`config.mk`:
```
export PLATFORM = sky130hd
export DESIGN_NAME = bit_err_inject
export DESIGN_NICKNAME = d
export VERILOG_FILES = /design/src/rtl/bei_pkg.sv /design/src/rtl/bei_cfg_reg.sv /design/src/rtl/bei_rate_gen.sv /design/src/rtl/bei_flip_stage.sv /design/src/rtl/bit_err_inject.sv
export SDC_FILE = /design/constraint.sdc
export NUM_CORES = 1
export LEC_CHECK = 0
export BUFFER_PORTS_ARGS = -buffer_cell sky130_fd_sc_hd__buf_2
export CAP_MARGIN = 20
export CORE_MARGIN = 3
export CORE_UTILIZATION = 70
export DETAILED_ROUTE_END_ITERATION = 7
export GPL_TIMING_DRIVEN = 0
export PLACE_DENSITY = 0.87
export SLEW_MARGIN = 0
export SYNTH_ARGS = -nofsm -noshare
export SYNTH_HDL_FRONTEND = slang
export SYNTH_SLANG_ARGS = --single-unit
```
`constraint.sdc`:
```
create_clock -name clk -period 2.05 [get_ports clk]
set_input_delay 0.3075 -clock clk [delete_from_list [all_inputs] [get_ports clk]]
set_output_delay 0.3075 -clock clk [all_outputs]
set_load 0.005 [all_outputs]
```
`src/rtl/bei_pkg.sv`:
```
package bei_pkg;

  localparam int unsigned RATE_MAX = 7;

  // control byte, MSB first
  typedef struct packed {
    logic [1:0] rsvd_hi;
    logic [2:0] rate;
    logic       sgl_en;
    logic       sgl_req;
    logic       rsvd_lo;
  } ctrl_t;

  function automatic int unsigned pow10(input int unsigned n);
    int unsigned p;
    p = 1;
    for (int i = 0; i < int'(RATE_MAX); i++) begin
      if (i < int'(n)) p = p * 10;
    end
    return p;
  endfunction

endpackage

```
`src/rtl/bei_cfg_reg.sv`:
```
module bei_cfg_reg
  import bei_pkg::*;
(
  input  logic       clk,
  input  logic       rst_n,
  input  logic       cfg_wr,
  input  logic [7:0] cfg_byte,
  input  logic       tx_vld,
  output logic       single_pend,
  output logic       single_fire
);

  ctrl_t cfg;
  logic  req_q, req_d;
  logic  pend_q, pend_d;
  logic  rise;
  logic  unused_rsvd;

  assign cfg         = ctrl_t'(cfg_byte);
  assign unused_rsvd = ^{cfg.rsvd_hi, cfg.rsvd_lo, cfg.rate};

  assign rise        = cfg_wr && cfg.sgl_en && cfg.sgl_req && !req_q;
  assign single_fire = tx_vld && pend_q;
  assign single_pend = pend_q;

  always_comb begin
    req_d  = req_q;
    pend_d = pend_q;
    if (single_fire) pend_d = 1'b0;
    if (cfg_wr) begin
      req_d = cfg.sgl_req;
      if (!cfg.sgl_en) pend_d = 1'b0;
      else if (rise)   pend_d = 1'b1;
    end
  end

  always_ff @(posedge clk or negedge rst_n) begin
    if (!rst_n) begin
      req_q  <= 1'b0;
      pend_q <= 1'b0;
    end else begin
      req_q  <= req_d;
      pend_q <= pend_d;
    end
  end

endmodule

```
`src/rtl/bei_rate_gen.sv`:
```
module bei_rate_gen
  import bei_pkg::*;
#(
  parameter int CNT_W  = 24,
  parameter int RATE_W = 3
) (
  input  logic              clk,
  input  logic              rst_n,
  input  logic              load,
  input  logic [RATE_W-1:0] new_rate,
  input  logic              tx_vld,
  output logic              rate_fire,
  output logic [RATE_W-1:0] act_rate,
  output logic [CNT_W-1:0]  rate_cnt
);

  localparam logic [CNT_W-1:0] ONE = CNT_W'(1);

  logic [RATE_W-1:0] act_q, act_d, pnd_q, pnd_d;
  logic              pv_q, pv_d;
  logic [CNT_W-1:0]  cnt_q, cnt_d;
  logic [CNT_W-1:0]  period;
  logic              running;

  assign period    = CNT_W'(pow10(32'(act_q)));
  assign running   = (act_q != '0);
  assign rate_fire = tx_vld && running && (cnt_q == period - ONE);
  assign act_rate  = act_q;
  assign rate_cnt  = cnt_q;

  always_comb begin
    act_d = act_q;
    pnd_d = pnd_q;
    pv_d  = pv_q;
    cnt_d = cnt_q;
    if (rate_fire) begin
      cnt_d = '0;
      if (pv_q) begin
        act_d = pnd_q;
        pv_d  = 1'b0;
      end
    end else if (tx_vld && running) begin
      cnt_d = cnt_q + ONE;
    end
    if (load) begin
      if (!running) begin
        act_d = new_rate;
        cnt_d = '0;
        pv_d  = 1'b0;
      end else begin
        pnd_d = new_rate;
        pv_d  = 1'b1;
      end
    end
  end

  always_ff @(posedge clk or negedge rst_n) begin
    if (!rst_n) begin
      act_q <= '0;
      pnd_q <= '0;
      pv_q  <= 1'b0;
      cnt_q <= '0;
    end else begin
      act_q <= act_d;
      pnd_q <= pnd_d;
      pv_q  <= pv_d;
      cnt_q <= cnt_d;
    end
  end

endmodule

```
`src/rtl/bei_flip_stage.sv`:
```
module bei_flip_stage (
  input  logic clk,
  input  logic rst_n,
  input  logic tx_bit,
  input  logic tx_vld,
  input  logic flip,
  output logic out_bit,
  output logic out_vld
);

  logic bit_d;

  assign bit_d = tx_bit ^ (flip && tx_vld);

  always_ff @(posedge clk or negedge rst_n) begin
    if (!rst_n) begin
      out_bit <= 1'b0;
      out_vld <= 1'b0;
    end else begin
      out_bit <= bit_d;
      out_vld <= tx_vld;
    end
  end

endmodule

```
`src/rtl/bit_err_inject.sv`:
```
module bit_err_inject
  import bei_pkg::*;
#(
  parameter int CNT_W  = 24,
  parameter int RATE_W = 3
) (
  input  logic       clk,
  input  logic       rst_n,
  input  logic       cfg_wr,
  input  logic [7:0] cfg_byte,
  input  logic       tx_bit_i,
  input  logic       tx_vld_i,
  output logic       tx_bit_o,
  output logic       tx_vld_o
);

  logic              rst_meta, rst_q;
  logic              single_pend, single_fire, rate_fire;
  logic [RATE_W-1:0] act_rate;
  logic [CNT_W-1:0]  rate_cnt;
  ctrl_t             cfg;

  assign cfg = ctrl_t'(cfg_byte);

  always_ff @(posedge clk or negedge rst_n) begin
    if (!rst_n) begin
      rst_meta <= 1'b0;
      rst_q    <= 1'b0;
    end else begin
      rst_meta <= 1'b1;
      rst_q    <= rst_meta;
    end
  end

  bei_cfg_reg cfg_i (
    .clk         (clk),
    .rst_n       (rst_q),
    .cfg_wr      (cfg_wr),
    .cfg_byte    (cfg_byte),
    .tx_vld      (tx_vld_i),
    .single_pend (single_pend),
    .single_fire (single_fire)
  );

  bei_rate_gen #(.CNT_W(CNT_W), .RATE_W(RATE_W)) rate_i (
    .clk       (clk),
    .rst_n     (rst_q),
    .load      (cfg_wr),
    .new_rate  (RATE_W'(cfg.rate)),
    .tx_vld    (tx_vld_i),
    .rate_fire (rate_fire),
    .act_rate  (act_rate),
    .rate_cnt  (rate_cnt)
  );

  bei_flip_stage flip_i (
    .clk     (clk),
    .rst_n   (rst_q),
    .tx_bit  (tx_bit_i),
    .tx_vld  (tx_vld_i),
    .flip    (rate_fire | single_fire),
    .out_bit (tx_bit_o),
    .out_vld (tx_vld_o)
  );

endmodule

```
==> results of run 1 <==
## cells by family after synthesis
group | after synthesis | synth area share
AOI/OAI and AO/OA | 185 | 0.2297
other | 2 | 0.001312
buffers and inverters | 60 | 0.05224
xor gates and xnor gates | 52 | 0.07956
DFF | 37 | 0.1617
and+or+nand+nor | 235 | 0.2345
adders and majority gates | 95 | 0.2116
muxes | 16 | 0.02929
## per-stage QoR
step | setup WS, ns | instances | setup TNS [ns]
global placement | -6.173 | 800 | -171.05
floorplan | -5.067 | 687 | -139.70
CTS | -5.522 | 877 | -151.50
detailed placement | -6.296 | 801 | -174.22
## synthesized netlist by cell type, types with 3 or more instances
master                      count  area (um^2)
sky130_fd_sc_hd__a21o_1        10        75.07
sky130_fd_sc_hd__mux2i_1       10        100.1
sky130_fd_sc_hd__dfrtp_1       37        925.9
sky130_fd_sc_hd__nor3_1        13        65.06
sky130_fd_sc_hd__o21ai_1        3        15.01
sky130_fd_sc_hd__nor2b_1        8        50.05
sky130_fd_sc_hd__o21ai_0       33        165.2
sky130_fd_sc_hd__o22ai_1        4        25.02
sky130_fd_sc_hd__nand4_1       19        118.9
sky130_fd_sc_hd__or2_2          5        31.28
sky130_fd_sc_hd__buf_4          4        30.03
sky130_fd_sc_hd__a31oi_1        5        31.28
sky130_fd_sc_hd__nor2_1        45        168.9
sky130_fd_sc_hd__a21oi_1       47        235.2
sky130_fd_sc_hd__o211ai_1       6        45.04
sky130_fd_sc_hd__o21a_1         7        52.55
sky130_fd_sc_hd__o31ai_1        3        22.52
sky130_fd_sc_hd__ha_1          92         1151
sky130_fd_sc_hd__and2_1        15        93.84
sky130_fd_sc_hd__a211oi_1       7        52.55
sky130_fd_sc_hd__inv_1         24        90.09
sky130_fd_sc_hd__o221ai_1       4        35.03
sky130_fd_sc_hd__a211oi_2       4        50.05
sky130_fd_sc_hd__buf_1          5        18.77
sky130_fd_sc_hd__a22oi_1        4        30.03
sky130_fd_sc_hd__clkbuf_1      12        45.04
sky130_fd_sc_hd__mux2_2         6        67.56
sky130_fd_sc_hd__nand2b_1       5        31.28
sky130_fd_sc_hd__xor2_1        28        245.2
sky130_fd_sc_hd__nor3b_1        8        60.06
sky130_fd_sc_hd__nor2_4        21        236.5
sky130_fd_sc_hd__nor4_1         3        18.77
sky130_fd_sc_hd__a211o_1        5        43.79
sky130_fd_sc_hd__o2111ai_1      3        26.28
sky130_fd_sc_hd__xnor2_1       24        210.2
sky130_fd_sc_hd__fa_1           3        60.06
sky130_fd_sc_hd__or3_1          7        43.79
sky130_fd_sc_hd__nand2_1       51        191.4
sky130_fd_sc_hd__nand3_1       21        105.1
sky130_fd_sc_hd__buf_2          9        45.04
sky130_fd_sc_hd__and3_1         3        18.77
sky130_fd_sc_hd__o21bai_1       4        30.03
## routing by layer
| metal | global-route usage | GRT overflow |
|---|---|---|
| met2 | 1.331 | 642 |
| met4 | 1.144 | 209 |
| met5 | 0.4643 | 0 |
| met3 | 0.7343 | 13 |
| met1 | 0.8425 | 8 |
## timing repair
| action | CTS |
|---|---|
| setup buffers | 67 |
| cloned | 1 |
| hold endpoints to repair | 2 |
| resized for setup | 82 |
| hold buffers | 1 |
| pin swaps | 59 |
| endpoints found under the setup margin | 30 |
==> results.md, run 1 <==
Die:
- For this configuration, the core starts out at a cell density of 0.7294.
- During I/O placement, the number of pins put on the boundary was 15.
- After floorplanning, the core was divided into 32 placement rows.
- The die is 96.43 um tall.
- The floorplan step set the die width to 96.43 um.

Logic synthesis:
- In the synthesized netlist the dominant register cell turns out to be sky130_fd_sc_hd__dfrtp_1.
- Synthesis inferred 37 register bits.
- The post-synth design cell area is 0.005724 mm^2.
- Counting flops with a built-in enable in the synthesized netlist gives 0.
- The fraction of registers with async set/reset is 1.000.
- The Yosys step of the flow raised 0 warnings.
- For this run, the register share of the synthesized area comes to 0.1617.
- Each instance of the synthesized netlist takes up on average 8.393 um^2.
- The number of library cell types mapped by synthesis is 84.
- The synthesized instance count is 682.

Clock tree:
- The root buffer cell is sky130_fd_sc_hd__clkbuf_8.
- In this run, CTS created clock tree buffers numbering 5.
- For this design, the sink count on the clock tree is 37.
- The buffer levels on the longest clock path is 2.
- In this run the number of H-tree levels came out at 2.

Global route:
- The total global routing track utilization is 0.9899.
- The total congestion overflow is 872.
- The pin count of the biggest net entering global routing is 24.

Outcome:
- The flow did not finish.
- The first error in the log reads "[ERROR GRT-0232] Routing congestion too high. Check the congestion heatmap in the GUI".
- The stopping stage is global routing (5_1_grt).

Placed design:
- The HPWL after detailed placement is 12.57 mm.
- Summing all placed instances gives a cell area of 0.006126 mm^2.
- Input and output buffers added on the ports amount to 11.
- Routability-driven placement finished with a final weighted congestion of 1.006.

Timing:
- The type of pin the worst path ends at is a register input.
- The endpoint with the least setup slack after the last global-route repair is rate_i.rate_cnt[11]$_DFF_PN0_/D.
==> run 2: changes to the inputs <==
Settings changed: CORE_UTILIZATION 70 to 40, PLACE_DENSITY 0.87 to not set, PLACE_DENSITY_LB_ADDON set to 0.15.
==> run 2 against run 1 <==
Effect of this change: the flow now finishes, with violations (setup timing); synthesized area unchanged; synthesized cell count unchanged.
==> results.md, run 2 <==
Outcome:
- Run status: complete, but fails checks (was aborted with a tool error).
- The final reports fail on setup timing.

Global route:
- The number of global-route vias before repair was 5900.
- The number of antenna violations at the first check in global routing is 0.
- The total global routing track utilization is 0.2338.
- The pin count of the biggest net entering global routing is 23.
- The total congestion overflow is 0.
- The first global-routing pass estimated 30.02 mm of wire.

Logic synthesis:
- The flip-flop and latch count after synthesis was 37 (unchanged).
- The fraction of the yosys area taken by sequential cells was 0.1617 (unchanged).
- The most repeated cell in the gate-level netlist after synthesis is sky130_fd_sc_hd__ha_1 (unchanged).
- Most frequent cells after synthesis: sky130_fd_sc_hd__ha_1 (92), sky130_fd_sc_hd__nand2_1 (51), sky130_fd_sc_hd__a21oi_1 (47) (unchanged).
- The mean instance size in the synthesized netlist came to 8.393 um^2 (unchanged).
- The number of library cell types mapped by synthesis was 84 (unchanged).
- The fraction of registers with async set/reset was 1.000 (unchanged).
- The post-synth design cell area is 0.005724 mm^2 (unchanged).
- The dominant register cell in the synthesized netlist is sky130_fd_sc_hd__dfrtp_1 (unchanged).
- The synthesized instance count is 682 (unchanged).
- The number of enable-type register cells in the synthesized netlist is 0 (unchanged).
- The number of warning messages in the yosys log is 0 (unchanged).
- The top cell type's share of synthesized area is 0.2011 (unchanged).
- The library cell occupying the most area in the post-synthesis netlist is sky130_fd_sc_hd__ha_1 (unchanged).
- Biggest area contributors in the synthesized netlist: sky130_fd_sc_hd__ha_1 (20%), sky130_fd_sc_hd__dfrtp_1 (16%), sky130_fd_sc_hd__xor2_1 (4.3%), sky130_fd_sc_hd__nor2_4 (4.1%), sky130_fd_sc_hd__a21oi_1 (4.1%) (unchanged).

Setup path:
- The cell that appears most often on the critical path is sky130_fd_sc_hd__ha_4.
- The highest cell delay on the worst timing path is 0.37 ns.
- Of all nets on the critical path, the largest fanout is 7.
- At the worst endpoint, the arrival time is 7.88 ns.
- The path type of the worst setup path is reg2reg.
- The required time of the critical path is 2.21 ns.
- The slowest stage of the critical path belongs to the cell sky130_fd_sc_hd__dfrtp_1.
- STA classifies the critical path endpoint as a flop.
- The kind of start point of the critical path is a flop.

Timing:
- The post-layout worst setup margin is -5.667 ns.
- The worst slew margin relative to its limit is 0.3727.
- The worst setup skew after layout is 0.005460 ns.
- The final-report max-slew violation count is 0.
- The pin slew with the least headroom to its limit is 0.9172 ns.
- Setup violations remaining at the end of the flow were counted as 28.
- Setup repair after global routing could not meet its margin everywhere.
- The highest clock rate is 0.1296 GHz.
- The final clock period utilization by the worst path is 3.765.
- The time the final worst path needs with I/O delays and setup is 7.717 ns.
- The total count of hold-check failures in the final report is 0.

Placed design:
- The count of port buffers added during placement is 11 (unchanged).
- The weighted congestion reported at the end of routability-driven placement came to 0.9596 (was 1.006).
- The HPWL reported at the end of detailed placement is 13.52 mm (was 12.57 mm).
- The worst setup slack after placement is -6.457 ns (was -6.296 ns).

Finish:
- Once layout is complete, the utilization of the core stands at 0.5551.
- The area growth from synthesis to layout is 35.13%.
- The number of nets in the final layout is 897.
- The layout cell share with drive strength beyond 1 is 0.3392.
- The register with the most flip-flops in the layout has 24 of them.
- The antenna diode instance count is 0.
- Leaving out fill and tap cells, the most frequent cell in the layout is sky130_fd_sc_hd__buf_4.
- The layout has 1251 filler cells.
- In the layout the commonest cells are sky130_fd_sc_hd__buf_4 (81), sky130_fd_sc_hd__ha_1 (69), sky130_fd_sc_hd__nand2_1 (49).

Clock tree:
- The number of H-tree levels is 2 (unchanged).
- The CTS tree is yes.
- The total CTS buffers is 5 (unchanged).
- For the worst-skew pair, the clock arrives at the later sink with an insertion delay of 0.28 ns.
- The clock transition time at the flip-flop clock pins of the worst setup and hold paths is 0.06 ns.
- The buffer levels on the longest clock path came to 2 (unchanged).
- The root buffer cell is sky130_fd_sc_hd__clkbuf_16 (was sky130_fd_sc_hd__clkbuf_8).
- The number of clock sinks seen by CTS is 37 (unchanged).

Die:
- The top-level port count is 15 (unchanged).
- The die width is 125.6 um (was 96.43 um).
- The number of placement rows is 43 (was 32).
- The vertical die dimension is 125.6 um (was 96.43 um).
- The initial core utilization is 0.4108 (was 0.7294).
- The total area inside the core boundary comes to 0.01393 mm^2.
- The die covers 0.01578 mm^2.

Drt:
- The first detailed-routing pass took 5 iterations.
- The final wirelength is 18.89 mm.
- After the first detailed-routing iteration, the DRC count stood at 403.
- The residual antenna-violating net count after detailed routing is 0.
- Across all layers, the routed design uses 5718 vias.
- The post-detailed-route via-to-cell ratio is 5.895.
- After detailed routing, the average wire length per cell comes to 19.47 um.
- The total DRC errors in the routed layout is 0.

Run:
- The count of max-cap constraint violations is 0.

Hold path:
- The worst min-delay path class is in2reg.
## run 2: cell counts after synthesis
No cell type changed its count.
## run 2: timing repair
action | 4_1_cts | 5_1_grt
endpoints found under the setup margin | 32 | 29
hold buffers | 1 | 0
buffers inserted | 72 | 15
endpoints found under the hold margin | 2 | 0
pin swaps | 58 | 65
gates resized for setup | 90 | 45
gates cloned | 2 | 0
## run 2: worst max-delay path: cells and delay by family (launching register included)
family          cells  cell delay, ns
compound gates     10            1.82
xor+xnor            4            0.75
fa+ha+maj           7            1.68
buf+inv             9            1.13
flops               1            0.37
simple gates       11            1.83
## run 2: logic make-up (layout without fill, tap and decap cells)
kind of cell	Yosys count	after routing	share of synthesized area
simple gates	235	235	0.2345
compound gates	185	185	0.2297
fa+ha+maj	95	95	0.2116
buf+inv	60	163	0.05224
xor+xnor	52	52	0.07956
flops	37	37	0.1617
mux	16	16	0.02929
other cells	2	7	0.001312
## run 2: metal layers
metal,wire length (um),GRT usage
met1,8120,0.2940
met2,9192,0.4072
met3,892,0.02629
met4,681,0.09694
met5,0,0
## run 2: worst paths after layout
kind	startpoint	endpoint	slack (ns)	depth (start not counted)
worst min register to register	rst_q$_DFF_PN0_	rate_i.act_rate[0]$_DFF_PN0_	0.28	0
worst min-delay path	tx_vld_i	flip_i.out_vld$_DFF_PN0_	0.18	1
worst max-delay path	rate_i.act_rate[1]$_DFF_PN0_	rate_i.rate_cnt[11]$_DFF_PN0_	-5.67	41
max in group asynchronous	rst_q$_DFF_PN0_	rate_i.rate_cnt[15]$_DFF_PN0_	1.23	1
worst max register to register	rate_i.act_rate[1]$_DFF_PN0_	rate_i.rate_cnt[11]$_DFF_PN0_	-5.67	41
min in group asynchronous	rst_q$_DFF_PN0_	rate_i.act_rate[0]$_DFF_PN0_	0.28	0
## run 2: metrics by stage
| stage | instance area [um^2] | std cells | hold WS, ns | TNS (ns) |
|---|---|---|---|---|
| 2_1_floorplan | 5916 | 687 | 0.01191 | -139.70 |
| 3_3_place_gp | 6196 | 878 | 0.09429 | -178.76 |
| 3_5_place_dp | 6223 | 879 | 0.09639 | -179.13 |
| 4_1_cts | 7457 | 960 | 0.1694 | -156.08 |
| 5_1_grt | 7735 | 970 | 0.1721 | -164.93 |
| 6_report | 7735 | 970 | 0.1762 | -156.42 |
## run 2: cell type report
| class | count | area, um^2 | share of cell area |
|---|---|---|---|
| buffer | 33 | 321.6 | 0.04157 |
| clock buffer | 5 | 125.1 | 0.01618 |
| inverter | 26 | 105.1 | 0.01359 |
| tap | 180 | 225.2 | 0.02912 |
| clock inverter | 3 | 17.52 | 0.002265 |
| sequential | 37 | 925.9 | 0.1197 |
| multi-input combinational | 590 | 5234 | 0.6766 |
| timing repair buffer | 96 | 780.7 | 0.1009 |
Power of run 2 is left out: the tool's default activity adds up to more than one toggle a clock period on the data nets, which glitch-free logic cannot reach.
==> run 3: changes to the inputs <==
Settings changed: PLACE_DENSITY_LB_ADDON 0.15 to 0.25, SLEW_MARGIN 0 to 20, TNS_END_PERCENT set to 10.
==> run 3 against run 2 <==
Effect of this change: the flow still finishes with violations (setup timing); critical endpoint is now rate_i.rate_cnt[10]$_DFF_PN0_; worst hold slack lost 0.013 ns; worst setup slack lost 0.14 ns; largest cell class unchanged; wire length shrank 2.0%; clock-buffer cell count grew 2; global-route usage shrank 0.47 points; critical path depth is the same; register-to-register slack lost 0.14 ns; maximum frequency shrank 1.7%; sequential share of layout area grew 0.31 points; design area shrank 2.4%; clock skew grew 0.0024 ns.
==> results.md, run 3 (same netlist as run 2, synthesis figures left out) <==
Outcome:
- Run status: complete, but fails checks (unchanged).
- Violated checks: setup timing (unchanged).

Die:
- The vertical die dimension is 125.6 um (unchanged).
- The top-level port count is 15 (unchanged).
- The core area was 0.01393 mm^2 (unchanged).
- The full die area is 0.01578 mm^2 (unchanged).
- The initial core utilization is 0.4108 (unchanged).
- The number of placement rows is 43 (unchanged).
- The die width was 125.6 um (unchanged).

Clock tree:
- The clock network latency to the later pin of the worst-skew pair is 0.28 ns (about the same).
- The clock transition time at the flip-flop clock pins of the worst setup and hold paths is 0.06 ns (about the same).
- The root buffer cell is sky130_fd_sc_hd__clkbuf_16 (unchanged).
- The number of clock sinks seen by CTS is 37 (unchanged).
- The total CTS buffers was 5 (unchanged).
- The buffer levels on the longest clock path is 2 (unchanged).
- The number of H-tree levels came to 2 (unchanged).
- The CTS tree is yes (unchanged).

Finish:
- The antenna diode instance count is 0 (unchanged).
- The number of nets in the final layout is 885 (was 897).
- The number of fill cells is 1260 (was 1251).
- The layout cell share with drive strength beyond 1 is 0.3188 (was 0.3392).
- The area growth from synthesis to layout was 31.93% (was 35.13%).
- The register cell area after layout came to 927.1 um^2 (was 925.9 um^2).
- The combined area of the multi-input logic cells is 0.005177 mm^2 (was 0.005234 mm^2).
- The flip-flop count of the largest register after layout is 24 (unchanged).
- Commonest cells after routing, fill and taps aside: sky130_fd_sc_hd__buf_4 (70), sky130_fd_sc_hd__ha_1 (70), sky130_fd_sc_hd__nand2_1 (48) (was sky130_fd_sc_hd__buf_4 (81), sky130_fd_sc_hd__ha_1 (69), sky130_fd_sc_hd__nand2_1 (49)).

Timing:
- The pin slew with the least headroom to its limit was 0.7535 ns (was 0.9172 ns).
- The highest clock rate is 0.1273 GHz (was 0.1296 GHz).
- The final clock period utilization by the worst path is 3.831 (was 3.765).
- The final-report max-slew violation count is 0 (unchanged).
- The worst setup skew after layout was 0.007868 ns (was 0.005460 ns).
- The total count of hold-check failures in the final report was 0 (unchanged).
- RSZ-0062 raised after global routing: true (unchanged).
- The post-layout worst setup margin is -5.804 ns (was -5.667 ns).
- The time the final worst path needs with I/O delays and setup is 7.854 ns (was 7.717 ns).
- The worst slew margin relative to its limit is 0.4977 (was 0.3727).
- The smallest hold slack is 0.1634 ns (was 0.1762 ns).
- The total of endpoints with negative setup slack in the final report was 29 (was 28).

Placed design:
- The weighted congestion reported at the end of routability-driven placement is 0.9435 (was 0.9596).
- The HPWL reported at the end of detailed placement is 13.13 mm (was 13.52 mm).
- The count of port buffers added during placement came to 11 (unchanged).

Drt:
- The total DRC errors in the routed layout is 0 (unchanged).
- The total vias in the final route is 5762 (was 5718).
- The residual antenna-violating net count after detailed routing is 0 (unchanged).
- The post-detailed-route via-to-cell ratio is 6.015 (was 5.895).
- The final wirelength is 18.51 mm (was 18.89 mm).
- The count of TritonRoute iterations in the first routing pass is 5 (unchanged).
- The count of routing violations after the opening detailed-route iteration is 391 (was 403).
- The routed wirelength normalized by instance count is 19.32 um (was 19.47 um).

Setup path:
- The path type of the worst setup path is reg2reg (unchanged).
- The cell count of the worst reg-to-reg path is 41 (unchanged).
- The kind of start point of the critical path is a flop (unchanged).
- The setup slack on the worst flop-to-flop path was -5.80 ns (was -5.67 ns).
- The worst flop-to-flop path endpoint is rate_i.rate_cnt[10]$_DFF_PN0_ (was rate_i.rate_cnt[11]$_DFF_PN0_).
- The maximum fanout along the worst path is 7 (unchanged).
- The highest cell delay on the worst timing path is 0.40 ns (was 0.37 ns).
- The most used cell along the critical path is sky130_fd_sc_hd__ha_4 (unchanged).
- The kind of end point of the critical path is a flop (unchanged).
- The worst reg2reg path startpoint is rate_i.act_rate[2]$_DFF_PN0_ (was rate_i.act_rate[1]$_DFF_PN0_).
- The highest-delay cell along the critical path is sky130_fd_sc_hd__dfrtp_1 (unchanged).
- The required time of the critical path is 2.21 ns (about the same).
- The worst path arrival time is 8.01 ns (was 7.88 ns).

Run:
- The count of max-cap constraint violations is 0 (unchanged).

Global route:
- The pin count of the biggest net entering global routing was 36 (was 23).
- The number of global-route vias before repair is 5783 (was 5900).
- The number of antenna violations at the first check in global routing is 0 (unchanged).
- The total global routing track utilization came to 0.2291 (was 0.2338).
- The global-route wire length before repair is 29.70 mm (was 30.02 mm).
- The total congestion overflow is 0 (unchanged).

Hold path:
- The startpoint of the worst hold path is tx_vld_i (unchanged).
- The endpoint of the worst hold path was flip_i.out_vld$_DFF_PN0_ (unchanged).
- The cell count of the worst hold path is 1 (unchanged).
- The worst min-delay path class is in2reg (unchanged).
==> run 3: stage by stage <==
step | util | cells | TNS [ns] | instance area (um^2) | worst slack, ns
after floorplan | - | 687 | -139.74 | 5916 | -5.067
after global placement | 0.4446 | 878 | -176.17 | 6196 | -6.356
after detailed placement | 0.4447 | 878 | -175.57 | 6197 | -6.332
after CTS | 0.5229 | 948 | -154.82 | 7287 | -5.651
after global routing | 0.5420 | 958 | -166.58 | 7552 | -6.052
final | 0.5420 | 958 | -159.78 | 7552 | -5.804
==> run 3: routing by layer <==
metal	global-route usage	vias up	wire length, um
met5	0	-	0
met4	0.08610	0	645
met3	0.02290	52	1029
met2	0.3958	209	9124
li1	-	2702	-
met1	0.2962	2799	7707
==> run 3: worst max path at each step <==
stage                                         end  slack (ns)  cells after the start                          from
floorplan           rate_i.rate_cnt[10]$_DFF_PN0_       -5.07                     38  rate_i.act_rate[2]$_DFF_PN0_
detailed placement  rate_i.rate_cnt[11]$_DFF_PN0_       -6.33                     40  rate_i.act_rate[2]$_DFF_PN0_
global route        rate_i.rate_cnt[10]$_DFF_PN0_       -6.05                     41  rate_i.act_rate[2]$_DFF_PN0_
finish              rate_i.rate_cnt[10]$_DFF_PN0_       -5.80                     41  rate_i.act_rate[2]$_DFF_PN0_
CTS                 rate_i.rate_cnt[11]$_DFF_PN0_       -5.65                     42  rate_i.act_rate[2]$_DFF_PN0_
global placement    rate_i.rate_cnt[22]$_DFF_PN0_       -6.36                     40  rate_i.act_rate[2]$_DFF_PN0_
==> run 3: final cells by class <==
cell class	count	area share
flip-flops and latches	37	0.1228
repair buffers	83	0.08681
inverters	26	0.01292
multi-input cells	590	0.6856
clock inverters	1	0.0006627
plain buffers	34	0.04125
clock buffers	7	0.02021
well taps	180	0.02982
==> run 3: what timing repair did <==
item                       in CTS  in global routing
gates cloned                    1                  0
buffers inserted               60                 10
pin swaps                      60                 32
hold buffers                    1                  0
resized for setup              82                 31
hold endpoints to repair        2                  0
setup endpoints to repair      32                 32
==> run 3: critical path: cells and delay by family, from the launching register on <==
family | cells | cell delay [ns]
AOI/OAI and AO/OA | 8 | 1.62
xor gates and xnor gates | 4 | 0.71
adders and majority gates | 7 | 1.75
buffers and inverters | 7 | 0.87
DFF | 1 | 0.40
muxes | 1 | 0.22
and+or+nand+nor | 14 | 2.12
Power of run 3 is left out for the same reason.
